--- config.mk ---
export PLATFORM = sky130hd
export DESIGN_NAME = stop_wake_ctrl
export DESIGN_NICKNAME = d
export VERILOG_FILES = /design/src/rtl/swc_pkg.sv /design/src/rtl/swc_cfg_reg.sv /design/src/rtl/swc_wake_sel.sv /design/src/rtl/swc_delay.sv /design/src/rtl/swc_clkdiv.sv /design/src/rtl/stop_wake_ctrl.sv
export SDC_FILE = /design/constraint.sdc
export NUM_CORES = 1
export LEC_CHECK = 0
export ABC_AREA = 1
export BUFFER_PORTS_ARGS = -buffer_cell sky130_fd_sc_hd__buf_2
export CORE_MARGIN = 3
export CORE_UTILIZATION = 58
export DETAILED_ROUTE_END_ITERATION = 7
export GPL_TIMING_DRIVEN = 0
export HOLD_SLACK_MARGIN = 0.06
export PLACE_DENSITY_LB_ADDON = 0.1
export SYNTH_ARGS = -nofsm -noshare
export SYNTH_HDL_FRONTEND = slang
export SYNTH_HIERARCHICAL = 1
export SYNTH_SLANG_ARGS = --single-unit
--- constraint.sdc ---
create_clock -name clk -period 2.6 [get_ports clk]
set_input_delay 0.52 -clock clk [delete_from_list [all_inputs] [get_ports clk]]
set_output_delay 0.52 -clock clk [all_outputs]
set_load 0.1 [all_outputs]
--- src/rtl/swc_pkg.sv ---
package swc_pkg;
   localparam int PA_W = 4;
   localparam int PB_W = 8;
   localparam int PIN_W = PA_W + PB_W;

   typedef enum logic [2:0] {
      SRC_NONE      = 3'd0,
      SRC_PA0       = 3'd1,
      SRC_PA1       = 3'd2,
      SRC_PA2       = 3'd3,
      SRC_PA3       = 3'd4,
      SRC_PB7       = 3'd5,
      SRC_PB_LO_NOR = 3'd6,
      SRC_PB_NOR    = 3'd7
   } wake_src_e;

   // packed MSB first: bit 6 .. bit 0 of the register
   typedef struct packed {
      logic      wake_high;
      logic      short_dly;
      wake_src_e src;
      logic      no_half;
      logic      pre16;
   } ctl_t;
endpackage

--- src/rtl/swc_cfg_reg.sv ---
module swc_cfg_reg
   import swc_pkg::*;
#(
   parameter int         AW   = 8,
   parameter logic [7:0] ADDR = 8'h0B
) (
   input  logic          clk,
   input  logic          por,
   input  logic          ext_rst,
   input  logic          wr_en,
   input  logic [AW-1:0] wr_addr,
   input  logic [6:0]    wr_bits,
   input  logic          wake,
   output ctl_t          ctl,
   output logic          flag
);
   localparam logic [AW-1:0] HIT_ADDR = AW'(ADDR);

   generate
      if (AW < 1) begin : g_bad_aw
         $error("swc_cfg_reg: AW must be positive");
      end
   endgenerate

   ctl_t ctl_q;
   logic flag_q;

   always_ff @(posedge clk) begin
      if (por) begin
         ctl_q  <= '0;
         flag_q <= 1'b0;
      end else if (ext_rst) begin
         ctl_q  <= '0;
      end else begin
         if (wr_en && wr_addr == HIT_ADDR)
            ctl_q <= ctl_t'(wr_bits);
         if (wake) begin
            ctl_q.pre16 <= 1'b0;
            flag_q      <= 1'b1;
         end
      end
   end

   assign ctl  = ctl_q;
   assign flag = flag_q;
endmodule

--- src/rtl/swc_wake_sel.sv ---
module swc_wake_sel
   import swc_pkg::*;
#(
   parameter int SYNC_STAGES = 2
) (
   input  logic            clk,
   input  logic            rst,
   input  logic [PA_W-1:0] pa,
   input  logic [PB_W-1:0] pb,
   input  wake_src_e       src,
   input  logic            wake_high,
   output logic            match
);
   logic [PIN_W-1:0] raw, syn;
   logic             lvl;

   assign raw = {pb, pa};

   generate
      if (SYNC_STAGES < 0) begin : g_bad
         $error("swc_wake_sel: SYNC_STAGES must not be negative");
      end
      if (SYNC_STAGES == 0) begin : g_direct
         assign syn = raw;
      end else begin : g_sync
         logic [PIN_W-1:0] stg [SYNC_STAGES];
         for (genvar g = 0; g < SYNC_STAGES; g++) begin : g_st
            if (g == 0) begin : g_first
               always_ff @(posedge clk)
                  if (rst) stg[g] <= '0;
                  else     stg[g] <= raw;
            end else begin : g_next
               always_ff @(posedge clk)
                  if (rst) stg[g] <= '0;
                  else     stg[g] <= stg[g-1];
            end
         end
         assign syn = stg[SYNC_STAGES-1];
      end
   endgenerate

   always_comb begin
      case (src)
         SRC_PA0:       lvl = syn[0];
         SRC_PA1:       lvl = syn[1];
         SRC_PA2:       lvl = syn[2];
         SRC_PA3:       lvl = syn[3];
         SRC_PB7:       lvl = syn[PA_W+7];
         SRC_PB_LO_NOR: lvl = ~|syn[PA_W+3:PA_W];
         SRC_PB_NOR:    lvl = ~|syn[PIN_W-1:PA_W];
         default:       lvl = 1'b0;
      endcase
   end

   assign match = (src != SRC_NONE) && (lvl == wake_high);
endmodule

--- src/rtl/swc_delay.sv ---
module swc_delay #(
   parameter int SHORT_DLY = 64,
   parameter int LONG_DLY  = 4096
) (
   input  logic clk,
   input  logic rst,
   input  logic load,
   input  logic use_short,
   output logic busy
);
   localparam int DW = $clog2(LONG_DLY + 1);

   generate
      if (SHORT_DLY < 1 || LONG_DLY < SHORT_DLY) begin : g_bad
         $error("swc_delay: need 1 <= SHORT_DLY <= LONG_DLY");
      end
   endgenerate

   logic [DW-1:0] cnt_q;

   always_ff @(posedge clk) begin
      if (rst)
         cnt_q <= '0;
      else if (load)
         cnt_q <= use_short ? DW'(SHORT_DLY) : DW'(LONG_DLY);
      else if (cnt_q != '0)
         cnt_q <= cnt_q - 1'b1;
   end

   assign busy = (cnt_q != '0);
endmodule

--- src/rtl/swc_clkdiv.sv ---
module swc_clkdiv #(
   parameter int HALF_DIV = 2,
   parameter int PRE_DIV  = 16
) (
   input  logic clk,
   input  logic rst,
   input  logic hold,
   input  logic no_half,
   input  logic pre16,
   output logic en
);
   localparam int MAXR = HALF_DIV * PRE_DIV;
   localparam int CW   = $clog2(MAXR);

   generate
      if (HALF_DIV < 2 || PRE_DIV < 1) begin : g_bad
         $error("swc_clkdiv: need HALF_DIV >= 2 and PRE_DIV >= 1");
      end
   endgenerate

   logic [CW-1:0] cnt_q, lim;
   int            base;

   assign base = no_half ? 1 : HALF_DIV;

   generate
      if (PRE_DIV > 1) begin : g_pre
         always_comb lim = pre16 ? CW'(base * PRE_DIV - 1) : CW'(base - 1);
      end else begin : g_nopre
         logic unused_pre;
         assign unused_pre = pre16;
         always_comb lim = CW'(base - 1);
      end
   endgenerate

   assign en = !hold && (cnt_q >= lim);

   always_ff @(posedge clk) begin
      if (rst || hold || en) cnt_q <= '0;
      else                   cnt_q <= cnt_q + 1'b1;
   end
endmodule

--- src/rtl/stop_wake_ctrl.sv ---
module stop_wake_ctrl
   import swc_pkg::*;
#(
   parameter int         AW          = 8,
   parameter logic [7:0] REG_ADDR    = 8'h0B,
   parameter int         SYNC_STAGES = 2,
   parameter int         SHORT_DLY   = 64,
   parameter int         LONG_DLY    = 4096,
   parameter int         HALF_DIV    = 2,
   parameter int         PRE_DIV     = 16
) (
   input  logic          clk,
   input  logic          por,
   input  logic          ext_rst,
   input  logic          stop_req,
   input  logic          wr_en,
   input  logic [AW-1:0] wr_addr,
   input  logic [7:0]    wr_data,
   input  logic [AW-1:0] rd_addr,
   output logic [7:0]    rd_data,
   input  logic [3:0]    wake_pa,
   input  logic [7:0]    wake_pb,
   output logic          sys_clk_en,
   output logic          tmr_clk_en,
   output logic          wake_pulse,
   output logic          rst_req,
   output logic          stop_flag
);
   localparam logic [AW-1:0] RD_HIT = AW'(REG_ADDR);

   logic rst_any, in_stop_q, wake_q, match, wake_hit, div_en;
   logic unused_wr7;
   ctl_t ctl;

   assign rst_any    = por | ext_rst;
   assign unused_wr7 = wr_data[7];
   assign wake_hit   = in_stop_q & match;

   swc_cfg_reg #(.AW(AW), .ADDR(REG_ADDR)) u_cfg (
      .clk(clk), .por(por), .ext_rst(ext_rst), .wr_en(wr_en), .wr_addr(wr_addr),
      .wr_bits(wr_data[6:0]), .wake(wake_hit), .ctl(ctl), .flag(stop_flag)
   );

   swc_wake_sel #(.SYNC_STAGES(SYNC_STAGES)) u_sel (
      .clk(clk), .rst(rst_any), .pa(wake_pa), .pb(wake_pb),
      .src(ctl.src), .wake_high(ctl.wake_high), .match(match)
   );

   swc_delay #(.SHORT_DLY(SHORT_DLY), .LONG_DLY(LONG_DLY)) u_dly (
      .clk(clk), .rst(rst_any), .load(wake_hit), .use_short(ctl.short_dly),
      .busy(rst_req)
   );

   swc_clkdiv #(.HALF_DIV(HALF_DIV), .PRE_DIV(PRE_DIV)) u_div (
      .clk(clk), .rst(rst_any), .hold(in_stop_q), .no_half(ctl.no_half),
      .pre16(ctl.pre16), .en(div_en)
   );

   always_ff @(posedge clk) begin
      if (rst_any) begin
         in_stop_q <= 1'b0;
         wake_q    <= 1'b0;
      end else begin
         wake_q <= wake_hit;
         if (wake_hit)
            in_stop_q <= 1'b0;
         else if (stop_req && !rst_req)
            in_stop_q <= 1'b1;
      end
   end

   assign wake_pulse = wake_q;
   assign sys_clk_en = div_en;
   assign tmr_clk_en = div_en;
   assign rd_data    = (rd_addr == RD_HIT) ? {stop_flag, 7'b0} : 8'h00;
endmodule

==> results of run 1 <==
## cell usage after synthesis, types with 3 or more instances
cell type | instances | area (um^2)
nand2_2 | 4 | 25.02
nand2_1 | 56 | 210.2
dfxtp_1 | 52 | 1041
nor2_1 | 76 | 285.3
nand3_1 | 32 | 160.2
nor2_4 | 4 | 45.04
ha_1 | 8 | 100.1
a21oi_1 | 11 | 55.05
nand4_1 | 3 | 18.77
inv_1 | 66 | 247.7
buf_4 | 8 | 60.06
xor2_1 | 3 | 26.28
nor3_1 | 5 | 25.02
## state kept, by name, summed over array words and instances, names as in the netlist
signal and count:
in_stop_q 1, u_dly/cnt_q 13, u_cfg/flag 1, u_cfg/ctl 7, u_sel/g_sync.stg 24, u_div/cnt_q 5, wake_pulse 1
## power by group through the flow
stage          Combinational (W)  Clock, W  Sequential (W)
3_3_place_gp             0.00129         0        0.000961
6_report                 0.00136  0.000454        0.000944
3_5_place_dp             0.00131         0        0.000963
2_1_floorplan            0.00112         0        0.000949
4_1_cts                  0.00137  0.000470        0.000944
5_1_grt                  0.00151  0.000495        0.000957
## cell families after synthesis
| family | share of synthesized area |
|---|---|
| and+or+nand+nor | 0.3614 |
| buffers and inverters | 0.1300 |
| DFF | 0.4194 |
| AOI/OAI and AO/OA | 0.03326 |
| adders and majority gates | 0.04032 |
| xor gates and xnor gates | 0.01412 |
| other | 0.001511 |
## placed cells by master (no fill, tap or decap), types with 3 or more instances in the layout
cell type,synthesis,final
a21oi_1,11,10
nor2_1,76,74
nand2_2,4,4
nor2_2,2,4
buf_2,0,43
inv_1,66,65
dfxtp_1,52,51
nor3_1,5,5
conb_1,1,7
ha_1,8,7
nand3_1,32,31
nand4_1,3,3
nand2_1,56,56
nor2_4,4,4
inv_2,2,3
xor2_1,3,3
buf_4,8,9
nand3_2,2,3
clkbuf_8,0,5
## how the worst max path moves through the flow
stage / start / endpoint
2_1_floorplan: u_cfg/ctl[0] / tmr_clk_en
3_3_place_gp: u_cfg/ctl[0] / tmr_clk_en
3_5_place_dp: u_cfg/ctl[0] / tmr_clk_en
4_1_cts: u_cfg/ctl[0] / tmr_clk_en
5_1_grt: u_cfg/ctl[0] / sys_clk_en
6_report: u_cfg/ctl[0] / sys_clk_en
## repair_timing
item	CTS	global route
endpoints found under the setup margin	2	1
setup buffers	1	1
endpoints found under the hold margin	0	0
pin swaps	3	2
gates resized for setup	11	2
## worst max-delay path, cell delays in order (launching register included)
cell,delay (ps)
dfxtp_2,340
inv_2,60
or2_4,240
ha_4,270
nand2_1,80
nor2_2,120
nand3_2,100
a21oi_4,220
buf_6,250
## metrics by stage
stage                     total power (W)  hold slack [ps]  setup slack [ps]  area [um^2]  instances
after floorplan                  0.002070            388.3            -160.4         2519        356
after global placement           0.002253            389.9             66.49         2806        451
after detailed placement         0.002277            391.6             30.24         2806        451
after CTS                        0.002782            401.8             51.44         2954        460
after global routing             0.002960            396.5             10.03         2957        460
final                            0.002758            404.6             99.96         2957        460
## metal layers
layer	up-vias	wire length, um	part of all wire
met5	-	0	0
met4	0	68	0.015
met3	7	312	0.070
met2	57	1956	0.44
met1	882	2093	0.47
li1	1159	-	-
## cell type report
cell class                      instances  area, um^2  area share
Multi-Input combinational cell        226        1185      0.4008
Sequential cell                        52        1042      0.3525
Timing Repair Buffer                   47       261.5     0.08845
Inverter                               68       255.2     0.08633
Clock buffer                            5       68.82     0.02328
Tap cell                               50       62.56     0.02116
Buffer                                  9       60.06     0.02031
Clock inverter                          3       21.27    0.007194
==> flow_metrics.tcl, run 1 <==
set metrics [dict create \
    synth_flop_cell "dfxtp_1" \
    grt_max_degree 18 \
    drtIter0Drc 56 \
    syn_avg_cell_area_um2 7.093 \
    route.detailed.wl_per_inst_um 9.630 \
    crit_fanout 5 \
    hp-class "reg2reg" \
    p_sw_frac 0.4523 \
    r2r_end "u_dly/cnt_q[6]" \
    hold_depth 2 \
    clock_path_buffers 2 \
    r2r_slack_ps 500 \
    hpwl_um 3308 \
    gr-max-usage-layer "met2" \
    worstPathRequired_ps 2080 \
    use_met1 0.2274 \
    clk_pin_slew_worst_paths_ps 90 \
    finalWeightedCongestion 0.8224 \
    synth_area_mm2 0.002482 \
    cts_inserted_buffers 5 \
    status "complete, no violations" \
    n_antenna_cell 0 \
    clkPwrFrac 0.165 \
    worst_r2r_path_depth 14 \
    finalMaxSlewViolations 0 \
    worstReg2RegStart "u_cfg/ctl[4]" \
    end_kind "output pin" \
    finalCriticalPeriod_ps 2500 \
    clock-root-buffer "clkbuf_8" \
    grt_pass1_wl_um 7541 \
    die_h_um 71.42 \
    min_period_over_period 0.9616 \
    setup_viol 0 \
    hp-start "u_sel/g_sync.stg[0][7]" \
    cts_tree "built" \
    p_int_w 0.001510 \
    wirelength_um 4430 \
    grtUsageMet2 0.3000 \
    ys_async_sr_fraction 0 \
    ys_seq_elements 52 \
    synth_seq_area_share 0.4194 \
    synth_warnings 6 \
    grt_pass1_vias 1831 \
    peakVddDrop_mv 0.6560 \
    clock_skew_ps 6.729 \
    fillers 329 \
    met3_usage 0.05049 \
    hold_viol 0 \
    p_seq_frac 0.342 \
    rows 23 \
    ys_types 28 \
    final_core_util 0.7286 \
    dr.pass1.iters 4 \
    antenna_left 0 \
    antenna_found_initial 0 \
    htree_levels 2 \
    die_area_mm2 0.005101 \
    synth_cells 350 \
    io-pin-count 54 \
    worstSetupPathType "reg2out" \
    worstHoldEndpoint "u_sel/g_sync.stg[1][7]" \
    p_per_area_mw_per_mm2 932.8 \
    fp.coreArea_mm2 0.004058 \
    fin_nets 458 \
    layout-area-overhead-vs-synth_pct 19.10 \
    p_comb_frac 0.493 \
    vias_per_cell 4.576 \
    start_util 0.6118 \
    cap_viol_max_count 0 \
    grt_usage 0.1820 \
    cts.sinks 52 \
    die_w_um 71.42 \
    num_vias 2105 \
    grt_overflow 0 \
    drc 0 \
    cp.arrival_ps 1980 \
    tns_ps 0 \
    cts_hold_buffers 0 \
    max_freq_ghz 0.4000 \
    rsz0062_at_grt "false" \
    p_sw_w 0.001248 \
    clk_latency_ps 300 \
    final_layout_size_suffix_gt1_frac 0.2244 \
    p_leak_nw 1.474 \
    startpoint_type "flop" \
    synth_edf_count 0 \
    io_buffers 45 \
]
(Power assumes the default switching activity.)
==> run 2, diff against run 1 <==
--- a/config.mk
+++ b/config.mk
@@ -13,6 +13,8 @@
 export GPL_TIMING_DRIVEN = 0
 export HOLD_SLACK_MARGIN = 0.06
 export PLACE_DENSITY_LB_ADDON = 0.1
+export REMOVE_ABC_BUFFERS = 1
+export SLEW_MARGIN = 30
 export SYNTH_ARGS = -nofsm -noshare
 export SYNTH_HDL_FRONTEND = slang
 export SYNTH_HIERARCHICAL = 1
==> flow_metrics.tcl, run 2 (same netlist as run 1, synthesis figures left out) <==
set metrics [dict create \
    status "complete, no violations" \
    slew_headroom 0.4057 \
    antenna_found_initial 0 \
    grt_usage 0.1849 \
    tightest_slew_ps 890.5 \
    layout_common_cells "75 x nor2_1, 65 x inv_1, 56 x nand2_1, 51 x dfxtp_1, 43 x buf_2" \
    clock_path_buffers 2 \
    p_sw_w 0.001256 \
    finalCriticalPeriod_ps 2506 \
    startpoint_type "flop" \
    stdcell_area_mm2 0.002888 \
    cp_slowest_cell "dfxtp_2" \
    fp.coreArea_mm2 0.004058 \
    io_buffers 45 \
    rows 23 \
    clk_latency_ps 310 \
    hpwl_um 3300 \
    p_int_w 0.001508 \
    hp-class "reg2reg" \
    peakVddDrop_mv 0.5128 \
    wirelength_um 4377 \
    die_area_mm2 0.005101 \
    final_layout_size_suffix_gt1_frac 0.2075 \
    p_leak_nw 1.430 \
    p_comb_frac 0.490 \
    placed_area_mm2 0.002725 \
    rsz0062_at_grt "false" \
    clock_skew_ps 6.351 \
    min_period_over_period 0.9638 \
    die_h_um 71.42 \
    grt_max_degree 32 \
    drtIter0Drc 55 \
    cts_hold_buffers 0 \
    dp_worst_setup_slack_ps 195.0 \
    route.detailed.wl_per_inst_um 9.727 \
    drc 0 \
    grt_overflow 0 \
    finalWeightedCongestion 0.8065 \
    p_sw_frac 0.4544 \
    slowest_delay_ps 350 \
    hold_viol 0 \
    layout-area-overhead-vs-synth_pct 16.33 \
    p_seq_frac 0.343 \
    cts_inserted_buffers 5 \
    finalMaxSlewViolations 0 \
    cts_tree "built" \
    clock-root-buffer "clkbuf_8" \
    grt_pass1_vias 1897 \
    crit_fanout 5 \
    antenna_left 0 \
    n_antenna_cell 0 \
    end_kind "output pin" \
    p_per_area_mw_per_mm2 956.9 \
    largest_reg_flops 24 \
    htree_levels 2 \
    final_core_util 0.7117 \
    dr.pass1.iters 4 \
    clk_pin_slew_worst_paths_ps 100 \
    crit_chain "inv_2 -> or2_4 -> ha_4 -> nand2_1 -> nor2_2 -> nand3_2 -> a21oi_4 -> buf_12" \
    vias_per_cell 4.736 \
    num_vias 2131 \
    cp.arrival_ps 1990 \
    setup_viol 0 \
    cap_viol_max_count 0 \
    grt_pass1_wl_um 7596 \
    fillers 354 \
    start_util 0.6118 \
    final_common_cell "nor2_1" \
    fin_ws_ps 94.16 \
    top_register "u_sel/g_sync.stg" \
    cts.sinks 52 \
    io-pin-count 54 \
    worstPathRequired_ps 2080 \
    die_w_um 71.42 \
    total_power_w 0.002763 \
    max_freq_ghz 0.3991 \
    fin_nets 448 \
    clkPwrFrac 0.167 \
    worstSetupPathType "reg2out" \
]
[run 2: cell type report]
cell class,instances,area (um^2),share of cell area
Inverter,68,255.2,0.08839
Tap cell,50,62.56,0.02166
Timing Repair Buffer,46,262.8,0.09099
Clock buffer,5,68.82,0.02383
Clock inverter,3,21.27,0.007366
Multi-Input combinational cell,226,1175,0.4068
Sequential cell,52,1042,0.3609
[run 2: power groups by stage]
| stage | combinational (W) | sequential, W | clock [W] |
|---|---|---|---|
| floorplan | 0.00109 | 0.000948 | 0 |
| global placement | 0.00126 | 0.000960 | 0 |
| detailed placement | 0.00129 | 0.000963 | 0 |
| CTS | 0.00133 | 0.000945 | 0.000472 |
| global route | 0.00150 | 0.000960 | 0.000504 |
| finish | 0.00135 | 0.000947 | 0.000462 |
[run 2: repair_timing]
item                                    CTS  global route
endpoints found under the setup margin    2             2
buffers inserted                          1             0
gates resized for setup                   8             8
pin swaps                                 2             3
[run 2: final timing paths]
check | from | endpoint | slack, ps | cells after the start
worst max register to register | u_cfg/ctl[2] | u_dly/cnt_q[6] | 580 | 14
worst max-delay path | u_cfg/ctl[0] | tmr_clk_en | 90 | 8
worst min-delay path | u_sel/g_sync.stg[0][11] | u_sel/g_sync.stg[1][11] | 400 | 2
worst min register to register | u_sel/g_sync.stg[0][11] | u_sel/g_sync.stg[1][11] | 400 | 2
[run 2: per-layer routing]
layer  part of all wire  global-route usage  vias to the layer above
met5                  0                   0                        -
met4              0.016             0.08768                        0
met3              0.038             0.04488                        7
met2               0.53              0.3347                       37
met1               0.41              0.2009                      947
li1                   -                   -                     1140
[run 2: per-stage QoR]
step	setup TNS [ps]	instances	hold WS, ps
2_1_floorplan	-4261	346	388.3
3_3_place_gp	0	441	389.9
3_5_place_dp	0	441	392.4
4_1_cts	0	450	395.0
5_1_grt	0	450	395.8
6_report	0	450	403.9
[run 2: critical path: cells and delay by family (launching register included)]
kind                       cells  cell delay [ps]
DFF                            1              350
AOI/OAI and AO/OA              1              230
buffers and inverters          2              260
and+or+nand+nor                4              560
adders and majority gates      1              270
==> run 3, diff against run 2 <==
--- a/config.mk
+++ b/config.mk
@@ -13,7 +13,6 @@
 export GPL_TIMING_DRIVEN = 0
 export HOLD_SLACK_MARGIN = 0.06
 export PLACE_DENSITY_LB_ADDON = 0.1
-export REMOVE_ABC_BUFFERS = 1
 export SLEW_MARGIN = 30
 export SYNTH_ARGS = -nofsm -noshare
 export SYNTH_HDL_FRONTEND = slang
==> constraint.sdc (replaced) <==
create_clock -name clk -period 3.1 [get_ports clk]
set_input_delay 0.62 -clock clk [delete_from_list [all_inputs] [get_ports clk]]
set_output_delay 0.62 -clock clk [all_outputs]
set_load 0.1 [all_outputs]
==> flow_metrics.tcl, run 3 (same netlist as run 1, synthesis figures left out) <==
set metrics [dict create \
    tns_ps 0 \
    clk_pin_slew_worst_paths_ps 100 \
    cts_inserted_buffers 5 \
    antenna_left 0 \
    final_layout_size_suffix_gt1_frac 0.2078 \
    wirelength_um 4244 \
    hp-class "reg2reg" \
    antenna_found_initial 0 \
    fin_nets 457 \
    num_vias 2083 \
    fp.coreArea_mm2 0.004058 \
    setup_viol 0 \
    dr.pass1.iters 4 \
    grt_max_degree 19 \
    cap_viol_max_count 0 \
    post_cts_buffers 0 \
    drtIter0Drc 60 \
    grt_usage 0.1766 \
    layout_common_cells "76 x nor2_1, 66 x inv_1, 56 x nand2_1, 52 x dfxtp_1, 45 x buf_2" \
    final_common_cell "nor2_1" \
    cts_hold_buffers 0 \
    cts.sinks 52 \
    register_area_mm2 0.001041 \
    startpoint_type "flop" \
    die_area_mm2 0.005101 \
    peakVddDrop_mv 0.3848 \
    p_sw_w 0.001049 \
    die_h_um 71.42 \
    worstPathRequired_ps 2480 \
    clock-root-buffer "clkbuf_8" \
    end_kind "output pin" \
    cts_resized 0 \
    hold_viol 0 \
    rsz0062_at_grt "false" \
    grt_overflow 0 \
    fillers 355 \
    p_int_w 0.001245 \
    p_seq_frac 0.345 \
    crit_fanout 5 \
    clock_skew_ps 3.516 \
    p_per_area_mw_per_mm2 791.5 \
    worstSetupPathType "reg2out" \
    p_comb_frac 0.481 \
    p_leak_nw 1.456 \
    grt_pass1_wl_um 7307 \
    placed_area_mm2 0.002804 \
    io_buffers 45 \
    multi_input_area_mm2 0.001152 \
    io-pin-count 54 \
    numPlacedInstances 451 \
    layout-area-overhead-vs-synth_pct 16.73 \
    drc 0 \
    clock_path_buffers 2 \
    grt_pass1_vias 1837 \
    top_register "u_sel/g_sync.stg" \
    route.detailed.wl_per_inst_um 9.246 \
    stdcell_area_mm2 0.002898 \
    htree_levels 2 \
    largest_reg_flops 24 \
    finalCriticalPeriod_ps 2993 \
    stdcell_count 459 \
    n_antenna_cell 0 \
    cp_slowest_cell "buf_2" \
    final_core_util 0.7142 \
    clkPwrFrac 0.174 \
    max_freq_ghz 0.3341 \
    crit_chain "inv_1 -> or2_2 -> ha_1 -> nand2_1 -> nor2_1 -> nand3_1 -> a21oi_4 -> buf_4 -> buf_2" \
    status "complete, no violations" \
    finalWeightedCongestion 0.8357 \
    cts_tree "built" \
    rows 23 \
    p_sw_frac 0.4573 \
    clk_latency_ps 310 \
    die_w_um 71.42 \
    finalMaxSlewViolations 0 \
    hpwl_um 3332 \
    start_util 0.6118 \
    cp.arrival_ps 2370 \
    vias_per_cell 4.538 \
    total_power_w 0.002294 \
    min_period_over_period 0.9655 \
    slowest_delay_ps 410 \
]
-- run 3: changes by cell type in the layout (fill, tap and decap cells not counted), sizes merged --
cell	delta
clkbuf	+2
clkinv	-1
inv	+1
buf	+7
-- run 3: power groups by stage --
stage               clock network (W)  logic [W]  registers, W
floorplan                           0   0.000940      0.000796
global placement                    0    0.00108      0.000805
detailed placement                  0    0.00110      0.000807
CTS                          0.000411    0.00111      0.000792
global route                 0.000434    0.00121      0.000802
finish                       0.000399    0.00110      0.000792
-- run 3: per-stage QoR --
step / setup slack [ps] / hold slack [ps]
floorplan: 127.8 / 388.3
global placement: 497.3 / 391.0
detailed placement: 466.0 / 392.2
CTS: 91.17 / 406.2
global route: 4.821 / 421.9
finish: 107.0 / 404.6
-- run 3: path summary, 6_finish.rpt --
| path | to | slack [ps] | depth (start not counted) | start |
|---|---|---|---|---|
| hold / removal | u_sel/g_sync.stg[1][6] | 400 | 2 | u_sel/g_sync.stg[0][6] |
| hold reg to reg | u_sel/g_sync.stg[1][6] | 400 | 2 | u_sel/g_sync.stg[0][6] |
| setup / recovery | tmr_clk_en | 110 | 9 | u_cfg/ctl[0] |
| setup reg to reg | u_dly/cnt_q[6] | 1090 | 14 | u_cfg/ctl[2] |
-- run 3: metal layers --
layer  vias to the layer above  track usage  wire length (um)
met2                        27       0.3235              2138
met5                         -            0                 0
met4                         0      0.07724                75
met3                         8      0.03366               142
li1                       1156            -                 -
met1                       892       0.1968              1887
-- run 3: worst max-delay path: cells and delay by family, from the launching register on --
| kind | cells | cell delay, ps |
|---|---|---|
| AO/OA/AOI/OAI | 1 | 190 |
| adder cells (fa/ha/maj) | 1 | 300 |
| buffers and inverters | 3 | 620 |
| flip-flops | 1 | 350 |
| AND/OR/NAND/NOR | 4 | 610 |
-- run 3: layout make-up --
class	instances	area share
Buffer	10	0.02332
Clock buffer	5	0.02375
Clock inverter	3	0.008636
Inverter	68	0.08808
Multi-Input combinational cell	226	0.3977
Sequential cell	52	0.3592
Tap cell	50	0.02159
Timing Repair Buffer	45	0.07772
